===== src/rtl/keyed_wdog_pkg.sv =====
package keyed_wdog_pkg;

  // byte offsets of the register slots
  localparam int OFS_MODE  = 'h00;
  localparam int OFS_LEN   = 'h04;
  localparam int OFS_KICK  = 'h08;
  localparam int OFS_SWRST = 'h14;

  // keys and command words
  localparam logic [7:0]  MODE_KEY_BYTE = 8'h22;
  localparam logic [4:0]  LEN_KEY       = 5'h08;
  localparam logic [31:0] KICK_WORD     = 32'h0000_1971;
  localparam logic [31:0] SWRST_WORD    = 32'h0000_1209;
  localparam int          LEN_FIELD_LSB = 5;

  // mode bit positions (software visible)
  localparam int B_RUN  = 0;
  localparam int B_POL  = 1;
  localparam int B_EXT  = 2;
  localparam int B_IRQ  = 3;
  localparam int B_AUTO = 4;
  localparam int B_DUAL = 6;

  typedef struct packed {
    logic dual;
    logic auto_go;
    logic irq_en;
    logic ext_en;
    logic pol_hi;
    logic run;
  } mode_t;

  function automatic logic mode_key_ok(input logic [31:0] w);
    return w[31:24] == MODE_KEY_BYTE;
  endfunction

  function automatic logic len_key_ok(input logic [31:0] w);
    return w[LEN_FIELD_LSB-1:0] == LEN_KEY;
  endfunction

  function automatic mode_t word_to_mode(input logic [31:0] w);
    mode_t m;
    m.run     = w[B_RUN];
    m.pol_hi  = w[B_POL];
    m.ext_en  = w[B_EXT];
    m.irq_en  = w[B_IRQ];
    m.auto_go = w[B_AUTO];
    m.dual    = w[B_DUAL];
    return m;
  endfunction

  function automatic logic [31:0] mode_to_word(input mode_t m);
    logic [31:0] w;
    w         = '0;
    w[B_RUN]  = m.run;
    w[B_POL]  = m.pol_hi;
    w[B_EXT]  = m.ext_en;
    w[B_IRQ]  = m.irq_en;
    w[B_AUTO] = m.auto_go;
    w[B_DUAL] = m.dual;
    return w;
  endfunction

  // pin level for a given pulse state and polarity
  function automatic logic pin_level(input logic active, input logic pol_hi);
    return pol_hi ? active : ~active;
  endfunction

endpackage


===== src/rtl/keyed_wdog_regs.sv =====
module keyed_wdog_regs
  import keyed_wdog_pkg::*;
#(
  parameter int ADDR_W    = 5,
  parameter int LEN_W     = 11,
  parameter int MAX_UNITS = 1984
) (
  input  logic              clk,
  input  logic              rst_n,
  input  logic              bus_we,
  input  logic [ADDR_W-1:0] bus_addr,
  input  logic [31:0]       bus_wdata,
  output mode_t             mode_q,
  output logic [LEN_W-1:0]  len_q,
  output logic              kick_evt,
  output logic              swrst_evt,
  output logic [31:0]       bus_rdata
);

  localparam logic [ADDR_W-1:0] A_MODE  = ADDR_W'(OFS_MODE);
  localparam logic [ADDR_W-1:0] A_LEN   = ADDR_W'(OFS_LEN);
  localparam logic [ADDR_W-1:0] A_KICK  = ADDR_W'(OFS_KICK);
  localparam logic [ADDR_W-1:0] A_SWRST = ADDR_W'(OFS_SWRST);
  localparam logic [LEN_W-1:0]  LEN_MAX = LEN_W'(MAX_UNITS);

  function automatic logic [LEN_W-1:0] clamp_units(input logic [LEN_W-1:0] v);
    return (v > LEN_MAX) ? LEN_MAX : v;
  endfunction

  logic             mode_wr_ok;
  logic             len_wr_ok;
  logic [LEN_W-1:0] len_field;

  assign mode_wr_ok = bus_we && (bus_addr == A_MODE) && mode_key_ok(bus_wdata);
  assign len_wr_ok  = bus_we && (bus_addr == A_LEN)  && len_key_ok(bus_wdata);
  assign len_field  = bus_wdata[LEN_FIELD_LSB +: LEN_W];
  assign kick_evt   = bus_we && (bus_addr == A_KICK)  && (bus_wdata == KICK_WORD);
  assign swrst_evt  = bus_we && (bus_addr == A_SWRST) && (bus_wdata == SWRST_WORD);

  always_ff @(posedge clk or negedge rst_n) begin
    if (!rst_n) begin
      mode_q <= '0;
      len_q  <= LEN_MAX;
    end else begin
      if (mode_wr_ok)
        mode_q <= word_to_mode(bus_wdata);
      else if (kick_evt && mode_q.auto_go)
        mode_q.run <= 1'b1;
      if (len_wr_ok)
        len_q <= clamp_units(len_field);
    end
  end

  always_comb begin
    bus_rdata = '0;
    case (bus_addr)
      A_MODE:  bus_rdata = mode_to_word(mode_q);
      A_LEN:   bus_rdata = 32'(len_q) << LEN_FIELD_LSB;
      default: bus_rdata = '0;
    endcase
  end

endmodule


===== src/rtl/keyed_wdog_countdown.sv =====
module keyed_wdog_countdown #(
  parameter int LEN_W          = 11,
  parameter int CNT_W          = 20,
  parameter int TICKS_PER_UNIT = 512,
  parameter int MAX_UNITS      = 1984
) (
  input  logic             clk,
  input  logic             rst_n,
  input  logic             run,
  input  logic             tick,
  input  logic             kick,
  input  logic [LEN_W-1:0] len_units,
  output logic [CNT_W-1:0] cnt_q,
  output logic             expire
);

  localparam bit UNIT_POW2  = (TICKS_PER_UNIT & (TICKS_PER_UNIT - 1)) == 0;
  localparam int UNIT_SHIFT = $clog2(TICKS_PER_UNIT);
  localparam logic [CNT_W-1:0] CNT_RESET = CNT_W'(MAX_UNITS * TICKS_PER_UNIT);

  logic [CNT_W-1:0] reload_ticks;

  generate
    if (UNIT_POW2) begin : g_shift
      assign reload_ticks = CNT_W'(len_units) << UNIT_SHIFT;
    end else begin : g_mult
      assign reload_ticks = CNT_W'(len_units) * CNT_W'(TICKS_PER_UNIT);
    end
  endgenerate

  logic last_tick;
  assign last_tick = cnt_q <= CNT_W'(1);
  assign expire    = run && tick && !kick && last_tick;

  always_ff @(posedge clk or negedge rst_n) begin
    if (!rst_n)
      cnt_q <= CNT_RESET;
    else if (kick || expire)
      cnt_q <= reload_ticks;
    else if (run && tick)
      cnt_q <= cnt_q - CNT_W'(1);
  end

endmodule


===== src/rtl/keyed_wdog_response.sv =====
module keyed_wdog_response
  import keyed_wdog_pkg::*;
#(
  parameter int PULSE_CYCLES = 16
) (
  input  logic  clk,
  input  logic  rst_n,
  input  mode_t mode_q,
  input  logic  expire,
  input  logic  swrst_evt,
  input  logic  kick_evt,
  output logic  irq_q,
  output logic  fire_rst,
  output logic  rst_active
);

  localparam int PW = $clog2(PULSE_CYCLES + 1);

  logic [PW-1:0] pulse_left;
  logic          tmo_reset;
  logic          tmo_irq;

  // dual mode escalates only with an interrupt still pending
  assign tmo_reset  = expire && mode_q.ext_en && (mode_q.dual ? irq_q : !mode_q.irq_en);
  assign tmo_irq    = expire && (mode_q.irq_en || mode_q.dual);
  assign fire_rst   = swrst_evt || tmo_reset;
  assign rst_active = pulse_left != '0;

  always_ff @(posedge clk or negedge rst_n) begin
    if (!rst_n) begin
      pulse_left <= '0;
      irq_q      <= 1'b0;
    end else begin
      if (fire_rst)
        pulse_left <= PW'(PULSE_CYCLES);
      else if (rst_active)
        pulse_left <= pulse_left - PW'(1);
      if (kick_evt)
        irq_q <= 1'b0;
      else if (tmo_irq)
        irq_q <= 1'b1;
    end
  end

endmodule


===== src/rtl/keyed_wdog.sv =====
module keyed_wdog
  import keyed_wdog_pkg::*;
#(
  parameter int ADDR_W         = 5,
  parameter int TICKS_PER_UNIT = 512,
  parameter int UNITS_PER_SEC  = 64,
  parameter int MAX_SEC        = 31,
  parameter int PULSE_CYCLES   = 16
) (
  input  logic              clk,
  input  logic              rst_n,
  input  logic              tick,
  input  logic              bus_we,
  input  logic [ADDR_W-1:0] bus_addr,
  input  logic [31:0]       bus_wdata,
  output logic [31:0]       bus_rdata,
  output logic              rst_out,
  output logic              irq_out
);

  localparam int MAX_UNITS = MAX_SEC * UNITS_PER_SEC;
  localparam int LEN_W     = $clog2(MAX_UNITS + 1);
  localparam int CNT_W     = $clog2(MAX_UNITS * TICKS_PER_UNIT + 1);

  mode_t            mode_q;
  logic [LEN_W-1:0] len_q;
  logic             kick_evt;
  logic             swrst_evt;
  logic [CNT_W-1:0] cnt_q;
  logic             expire;
  logic             fire_rst;
  logic             rst_active;

  keyed_wdog_regs #(
    .ADDR_W   (ADDR_W),
    .LEN_W    (LEN_W),
    .MAX_UNITS(MAX_UNITS)
  ) u_regs (
    .clk      (clk),
    .rst_n    (rst_n),
    .bus_we   (bus_we),
    .bus_addr (bus_addr),
    .bus_wdata(bus_wdata),
    .mode_q   (mode_q),
    .len_q    (len_q),
    .kick_evt (kick_evt),
    .swrst_evt(swrst_evt),
    .bus_rdata(bus_rdata)
  );

  keyed_wdog_countdown #(
    .LEN_W         (LEN_W),
    .CNT_W         (CNT_W),
    .TICKS_PER_UNIT(TICKS_PER_UNIT),
    .MAX_UNITS     (MAX_UNITS)
  ) u_count (
    .clk      (clk),
    .rst_n    (rst_n),
    .run      (mode_q.run),
    .tick     (tick),
    .kick     (kick_evt),
    .len_units(len_q),
    .cnt_q    (cnt_q),
    .expire   (expire)
  );

  keyed_wdog_response #(
    .PULSE_CYCLES(PULSE_CYCLES)
  ) u_resp (
    .clk       (clk),
    .rst_n     (rst_n),
    .mode_q    (mode_q),
    .expire    (expire),
    .swrst_evt (swrst_evt),
    .kick_evt  (kick_evt),
    .irq_q     (irq_out),
    .fire_rst  (fire_rst),
    .rst_active(rst_active)
  );

  assign rst_out = pin_level(rst_active, mode_q.pol_hi);

endmodule


===== config.mk =====
export PLATFORM = sky130hd
export DESIGN_NAME = keyed_wdog
export DESIGN_NICKNAME = d
export VERILOG_FILES = /design/src/rtl/keyed_wdog_pkg.sv /design/src/rtl/keyed_wdog_regs.sv /design/src/rtl/keyed_wdog_countdown.sv /design/src/rtl/keyed_wdog_response.sv /design/src/rtl/keyed_wdog.sv
export SDC_FILE = /design/constraint.sdc
export NUM_CORES = 1
export LEC_CHECK = 0
export BUFFER_PORTS_ARGS = -buffer_cell sky130_fd_sc_hd__buf_2
export CORE_MARGIN = 5
export CORE_UTILIZATION = 40
export DETAILED_ROUTE_END_ITERATION = 7
export PLACE_DENSITY = 0.74
export SLEW_MARGIN = 20
export SYNTH_ARGS = -nofsm -noshare
export SYNTH_HDL_FRONTEND = slang
export SYNTH_SLANG_ARGS = --single-unit

===== constraint.sdc =====
create_clock -name clk -period 2.2 [get_ports clk]
set_clock_uncertainty 0.15 [all_clocks]
set_input_delay 0.44 -clock clk [delete_from_list [all_inputs] [get_ports clk]]
set_output_delay 0.44 -clock clk [all_outputs]
set_load 0.05 [all_outputs]

# Word-level counts from Yosys, hierarchy flattened
# Cells that the tools add are included.
# word_totals
regBits	43
latch_bits	0
mem_bits_rw	0
romBits	0
wordCells	60
n_memories	0
# classes
n_addsub	2
mul	0
div_mod_pow	0
n_lt_le_gt_ge	2
n_eq_ne	7
shift	0
mux	12
bitwise	1
reduce_logical	26
# op_table
op	n
32-bit by 13-bit equality test with 1-bit output (second input constant)	2
20-bit 2-to-1 mux	2
16-bit one-hot mux with 2 select lines	1
20-bit by 1-bit <= comparator with 1-bit output (second input constant)	1
20-bit by 1-bit subtractor with 20-bit output (second input constant)	1
1-bit logical AND	15
11-bit greater-than comparator (second input constant)	1
11-bit 2-to-1 mux	1
5-bit by 4-bit equality test with 1-bit output (second input constant)	2
5-bit 2-to-1 mux	2
8-bit by 6-bit equality test with 1-bit output (second input constant)	1
2-bit nonzero test	4
1-bit 2-to-1 mux	6
5-bit by 3-bit equality test with 1-bit output (second input constant)	1
5-bit equality test (second input constant)	1
5-bit logical NOT	1
5-bit nonzero test	1
5-bit by 1-bit subtractor with 5-bit output (second input constant)	1
1-bit logical OR	3
1-bit logical NOT	2
1-bit inverter	1

# Longest topological paths before layout
# depth
ltp_word	10
mapped_depth	8

# Cells and area by module
# Synthesis repeated with hierarchy kept, for this count alone.
# hier_totals
cells_unflattened	278
area_unflattened_um2	2642.5
# modules_own_cells
mod	instances	cells_per_inst	area_per_inst_um2	seq_area_each_um2
keyed_wdog_regs	1	118	1159.9	431.7
keyed_wdog_countdown	1	127	1158.6	506.7
keyed_wdog_response	1	32	315.3	150.1
keyed_wdog	1	1	8.8	0.0

# Worst setup path after synthesis
# No wires, ideal clock.
# synth_path
kind	input to output
from	input port bus_addr[3]
to	output port bus_rdata[10]
t_arrival_ns	1.807
t_required_ns	1.610
path_slack_ns	-0.197
cell_stages	4
path_buffers	1
cell_sequence	or4b_1 -> nor2_1 -> clkbuf_1 -> and2_1
# synth_between
elab_chain_cells	2
word_cells_on_any_way	3
cone_classes	1 x eq/ne; 1 x mux; 1 x reduce/logical
# synth_lines
item	line_no	rtl
from (decl)	keyed_wdog.sv:14	input logic [ADDR_W-1:0] bus_addr,
5-bit by 3-bit equality test with 1-bit output / 5-bit logical NOT (equally long branches)	keyed_wdog_regs.sv:56	case (bus_addr)
16-bit one-hot mux with 2 select lines *	keyed_wdog_regs.sv:56	
to (decl)	keyed_wdog.sv:16	output logic [31:0] bus_rdata,
# Mark *: on every way between the ends. The rest lies on a longest branch, timed or not.

# Worst setup path in the final report
# layout_path
from	register u_count.cnt_q[12]
to	register u_resp.pulse_left[3]
# layout_between
elab_chain_cells	6
word_cells_on_any_way	7
cone_classes	1 x order compare; 1 x mux; 5 x reduce/logical
# layout_lines
item	line_no	rtl
from (decl)	keyed_wdog_countdown.sv:13	output logic [CNT_W-1:0] cnt_q,
from (signal assigned)	keyed_wdog_countdown.sv:39	cnt_q <= reload_ticks;
from (signal assigned)	keyed_wdog_countdown.sv:41	cnt_q <= cnt_q - CNT_W'(1);
20-bit by 1-bit <= comparator with 1-bit output *	keyed_wdog_countdown.sv:32	assign last_tick = cnt_q <= CNT_W'(1);
1-bit logical AND *	keyed_wdog_countdown.sv:33	assign expire = run && tick && !kick && last_tick;
1-bit logical AND * (2 in series)	keyed_wdog_response.sv:24	assign tmo_reset = expire && mode_q.ext_en && (mode_q.dual ? irq_q : !mode_q.irq_en);
1-bit logical OR *	keyed_wdog_response.sv:26	assign fire_rst = swrst_evt || tmo_reset;
5-bit 2-to-1 mux / 2-bit nonzero test (equally long branches)	-	
to (signal assigned)	keyed_wdog_response.sv:35	pulse_left <= PW'(PULSE_CYCLES);
to (signal assigned)	keyed_wdog_response.sv:37	pulse_left <= pulse_left - PW'(1);
to (decl)	keyed_wdog_response.sv:19	logic [PW-1:0] pulse_left;
# Marked as above.
# A chain may end at the register's enable or synchronous reset.

==> run summary <==
The number of cells in the finished layout apart from fillers is 469. The residual overflow from global routing came out at 0. By area the synthesized netlist is led by sky130_fd_sc_hd__dfrtp_1 (32%), sky130_fd_sc_hd__dfstp_2 (10%), sky130_fd_sc_hd__nand2_1 (5.3%), sky130_fd_sc_hd__mux2_2 (5.3%), sky130_fd_sc_hd__buf_4 (4.7%). The most common cell in the netlist is sky130_fd_sc_hd__nand2_1. After synthesis, the largest family of logic cells by area is simple AND/OR/NAND/NOR gates.

Hold is met by 218 ps. The die footprint came out at 8100 sq um. The reported leakage power is 1.87 nW. The peak supply drop is 0.652 mV. After technology mapping, the gate count stands at 274. The number of different library cells used by synthesis comes to 46.

In this run the most critical hold path is launched from bus_wdata[2]. The most common flop cell mapped by yosys is sky130_fd_sc_hd__dfrtp_1. Compared with the post-synthesis result, the final layout area differs by 48.0%. The overall power consumption is 2.26 mW. The critical setup path kind is flip-flop to flip-flop.

The final reports fail on setup timing. The number of ports placed on the die boundary came out at 75. For hold timing, the worst endpoint is u_regs.mode_q[2]. The worst setup path is launched from a flip-flop. For the worst setup path, the data arrival time is 2340 ps. The synthesized netlist devotes 31.1% of its cell area to simple gates. The share of final-layout standard cells stronger than drive strength 1 is 50.8%. By count the netlist is led by sky130_fd_sc_hd__nand2_1 (36), sky130_fd_sc_hd__dfrtp_1 (33), sky130_fd_sc_hd__nor2_1 (21). After layout, the minimum clock period comes to 2290 ps. The number of antenna-violating nets in the routed design is 0.

The worst setup path startpoint is u_count.cnt_q[12]. The proportion of synthesized chip area in sequential cells came out at 42.5%. The launch point of the worst reg-to-reg path is u_count.cnt_q[12]. The final wirelength came out at 7050 microns. The end-of-flow core utilization came out at 60.3%. The routed via count divided by cell count is 5.08. The max-cap violation count is 0.

The effective utilization at floorplan is 40.8%. The iteration count of the initial detailed-routing pass came out at 4. The register-to-register setup slack is -90 ps. The share of the synthesized netlist area taken by xor and xnor gates came out at 6.16%. The highest net fanout along the worst path is 6. The count of endpoints failing setup in the final report is 22. The number of enable-type register cells in the synthesized netlist came out at 0.

The clock latency on the worst-skew pair is 310 ps. The number of antenna violations at the first check in global routing is 0. The fmax is 437 MHz. The required time reported for the critical path endpoint is 2250 ps. The total via count in the routed design came out at 2384.

The setup total negative slack came out at -911 ps. CTS placed an instance of sky130_fd_sc_hd__clkbuf_8 at the clock tree root. Counting instances, the worst hold path has a depth of 2. In this run the critical register-to-register path is captured at u_resp.pulse_left[3].

The count of pins over their slew limit is 0. The worst setup slack after layout is -86.3 ps. Headroom to the max-slew limit came out at 62.2%. Global routing used 17.4% of the available tracks across all layers. Summed over all instances, the cell type with the most area after synthesis is sky130_fd_sc_hd__dfrtp_1.

The flow ran to the end, but the final reports show violations. Setup repair after global routing could not meet its margin everywhere. The clock edge transition at the registers on the reported setup and hold paths is 90 ps. The part of the cycle the worst path needs came out at 104%.

The top cell type by area accounts for 32.3% of the synthesized area. The count of antenna diodes in the layout came out at 0. The number of buffers created by CTS is 5. The placed standard-cell area came out at 3340 sq um.

At the end of routability-driven placement, the weighted congestion stood at 0.825. Entering global routing, the biggest net connects 25 pins. In the final routed layout, each cell accounts on average for 15.0 microns. The region available for standard cell placement spans 6280 sq um. The number of global-route vias before repair is 2552. The total number of nets in the final design is 436. The cell area that synthesis handed to floorplanning was 2560 sq um.

The buffer levels on the longest clock path came out at 2. The share of synthesized cell area in full adder, half adder and majority cells is 1.96%. The proportion of register bits with asynchronous set or reset after synthesis came out at 100%. The final count of hold timing violations is 0. Power spread over the standard cell area amounts to 596 nW/um^2. The cell count after placement came out at 457. The TritonCTS sink count came out at 43. The post-synthesis sequential element count is 43. In this run the worst hold path is classified as input port to flip-flop. The die is 90.0 microns tall.

The detailed-placement wirelength estimate came out at 5200 microns. From left edge to right edge, the die measures 90.0 microns. TritonCTS built the clock tree.

The floorplan has 29 rows. The post-synthesis mux area share came out at 6.06%. The number of warnings issued by yosys is 0. The worst slack at placement came out at -276 ps. The number of input and output port buffers inserted is 58. The actual slew at the worst max-slew pin came out at 567 ps. For the worst flop-to-flop path, the logic depth is 7. The wire length of the first global-routing pass is 11600 microns. The cell area after layout is 3790 sq um. The average size of a mapped cell is 9.34 sq um. The share of the synthesized area in compound gates (AO/OA/AOI/OAI) came out at 5.13%. The worst setup path is captured at a flip-flop. The H-tree was split into 2 levels. The violation count after the first detailed-route iteration is 96.

The number of DRC violations after detailed routing came out at 0.
[placed cells by master (no fill, tap or decap), types with 3 or more instances in the layout]
master,synthesis,routed
sky130_fd_sc_hd__buf_6,0,12
sky130_fd_sc_hd__nand3b_1,3,3
sky130_fd_sc_hd__buf_4,16,56
sky130_fd_sc_hd__mux2_2,12,12
sky130_fd_sc_hd__or2_2,4,3
sky130_fd_sc_hd__and2_4,0,10
sky130_fd_sc_hd__nor2_2,1,3
sky130_fd_sc_hd__conb_1,1,16
sky130_fd_sc_hd__or3_1,9,5
sky130_fd_sc_hd__and2_1,15,5
sky130_fd_sc_hd__or4_1,6,3
sky130_fd_sc_hd__buf_2,1,39
sky130_fd_sc_hd__o21ai_2,0,3
sky130_fd_sc_hd__or4_4,1,4
sky130_fd_sc_hd__nand2_1,36,36
sky130_fd_sc_hd__clkbuf_8,0,5
sky130_fd_sc_hd__nand4_1,3,3
sky130_fd_sc_hd__dfrtp_1,33,33
sky130_fd_sc_hd__nor4_1,9,5
sky130_fd_sc_hd__inv_1,6,5
sky130_fd_sc_hd__xor2_1,8,7
sky130_fd_sc_hd__nand3_1,8,8
sky130_fd_sc_hd__buf_8,0,10
sky130_fd_sc_hd__xnor2_1,10,10
sky130_fd_sc_hd__nor3_2,0,3
sky130_fd_sc_hd__nor3_1,9,5
sky130_fd_sc_hd__nor4_2,0,3
sky130_fd_sc_hd__nor2_1,21,17
sky130_fd_sc_hd__ha_1,4,3
sky130_fd_sc_hd__a21oi_1,6,5
sky130_fd_sc_hd__dfstp_2,10,10
sky130_fd_sc_hd__or3_4,1,5
[critical path, stage by stage, from the launching register on]
cell	delay, ps
sky130_fd_sc_hd__dfrtp_1	390
sky130_fd_sc_hd__or4_4	550
sky130_fd_sc_hd__or2_4	270
sky130_fd_sc_hd__nor4_4	270
sky130_fd_sc_hd__buf_6	180
sky130_fd_sc_hd__and4_4	220
sky130_fd_sc_hd__buf_6	110
sky130_fd_sc_hd__nor3_2	40
[how the worst max path moves through the flow]
stage,slack [ps],to
after detailed placement,-280,u_resp.pulse_left[4]
after global placement,-250,u_resp.pulse_left[4]
after floorplan,-90,u_count.cnt_q[10]
after global routing,-150,u_resp.pulse_left[3]
final,-90,u_resp.pulse_left[3]
after CTS,-70,u_count.cnt_q[10]
[layer usage]
metal / share of wire [%] / global-route usage [%]
met5: 0 / 0
met4: 2.5 / 7.44
met3: 5.8 / 3.67
met2: 53 / 31.7
met1: 39 / 19.5
[cells by family (layout without fill, tap and decap cells)]
| group | count (synthesis) | in the layout |
|---|---|---|
| adders and majority gates | 4 | 4 |
| DFF | 43 | 43 |
| AOI/OAI and AO/OA | 20 | 20 |
| buffers and inverters | 31 | 134 |
| and+or+nand+nor | 143 | 143 |
| other | 1 | 16 |
| xor gates and xnor gates | 18 | 18 |
| muxes | 14 | 14 |
[state kept, by name, indices dropped and copies added (netlist names)]
signal	cells
u_count.cnt_q	20
u_regs.len_q	11
u_regs.mode_q	6
u_resp.pulse_left	5
u_resp.irq_q	1
[power breakdown]
group / switching [mW] / internal (mW)
clock network: 0.286 / 0.339
logic: 0.375 / 0.326
registers: 0.0611 / 0.870
[what timing repair did]
item	CTS	global route
buffers inserted	1	3
hold endpoints to repair	15	0
resized for setup	72	21
hold buffers	1	0
endpoints found under the setup margin	37	42
pin swaps	14	10
[area by class of cell]
cell class / count / area [sq um]
Fill cell: 502 / 2490
Inverter: 6 / 22.5
Multi-Input combinational cell: 215 / 1540
Clock buffer: 6 / 72.6
Tap cell: 77 / 96.3
Sequential cell: 43 / 1090
Clock inverter: 2 / 37.5
Timing Repair Buffer: 120 / 926
Note: power is estimated with default switching activity, not from simulation.
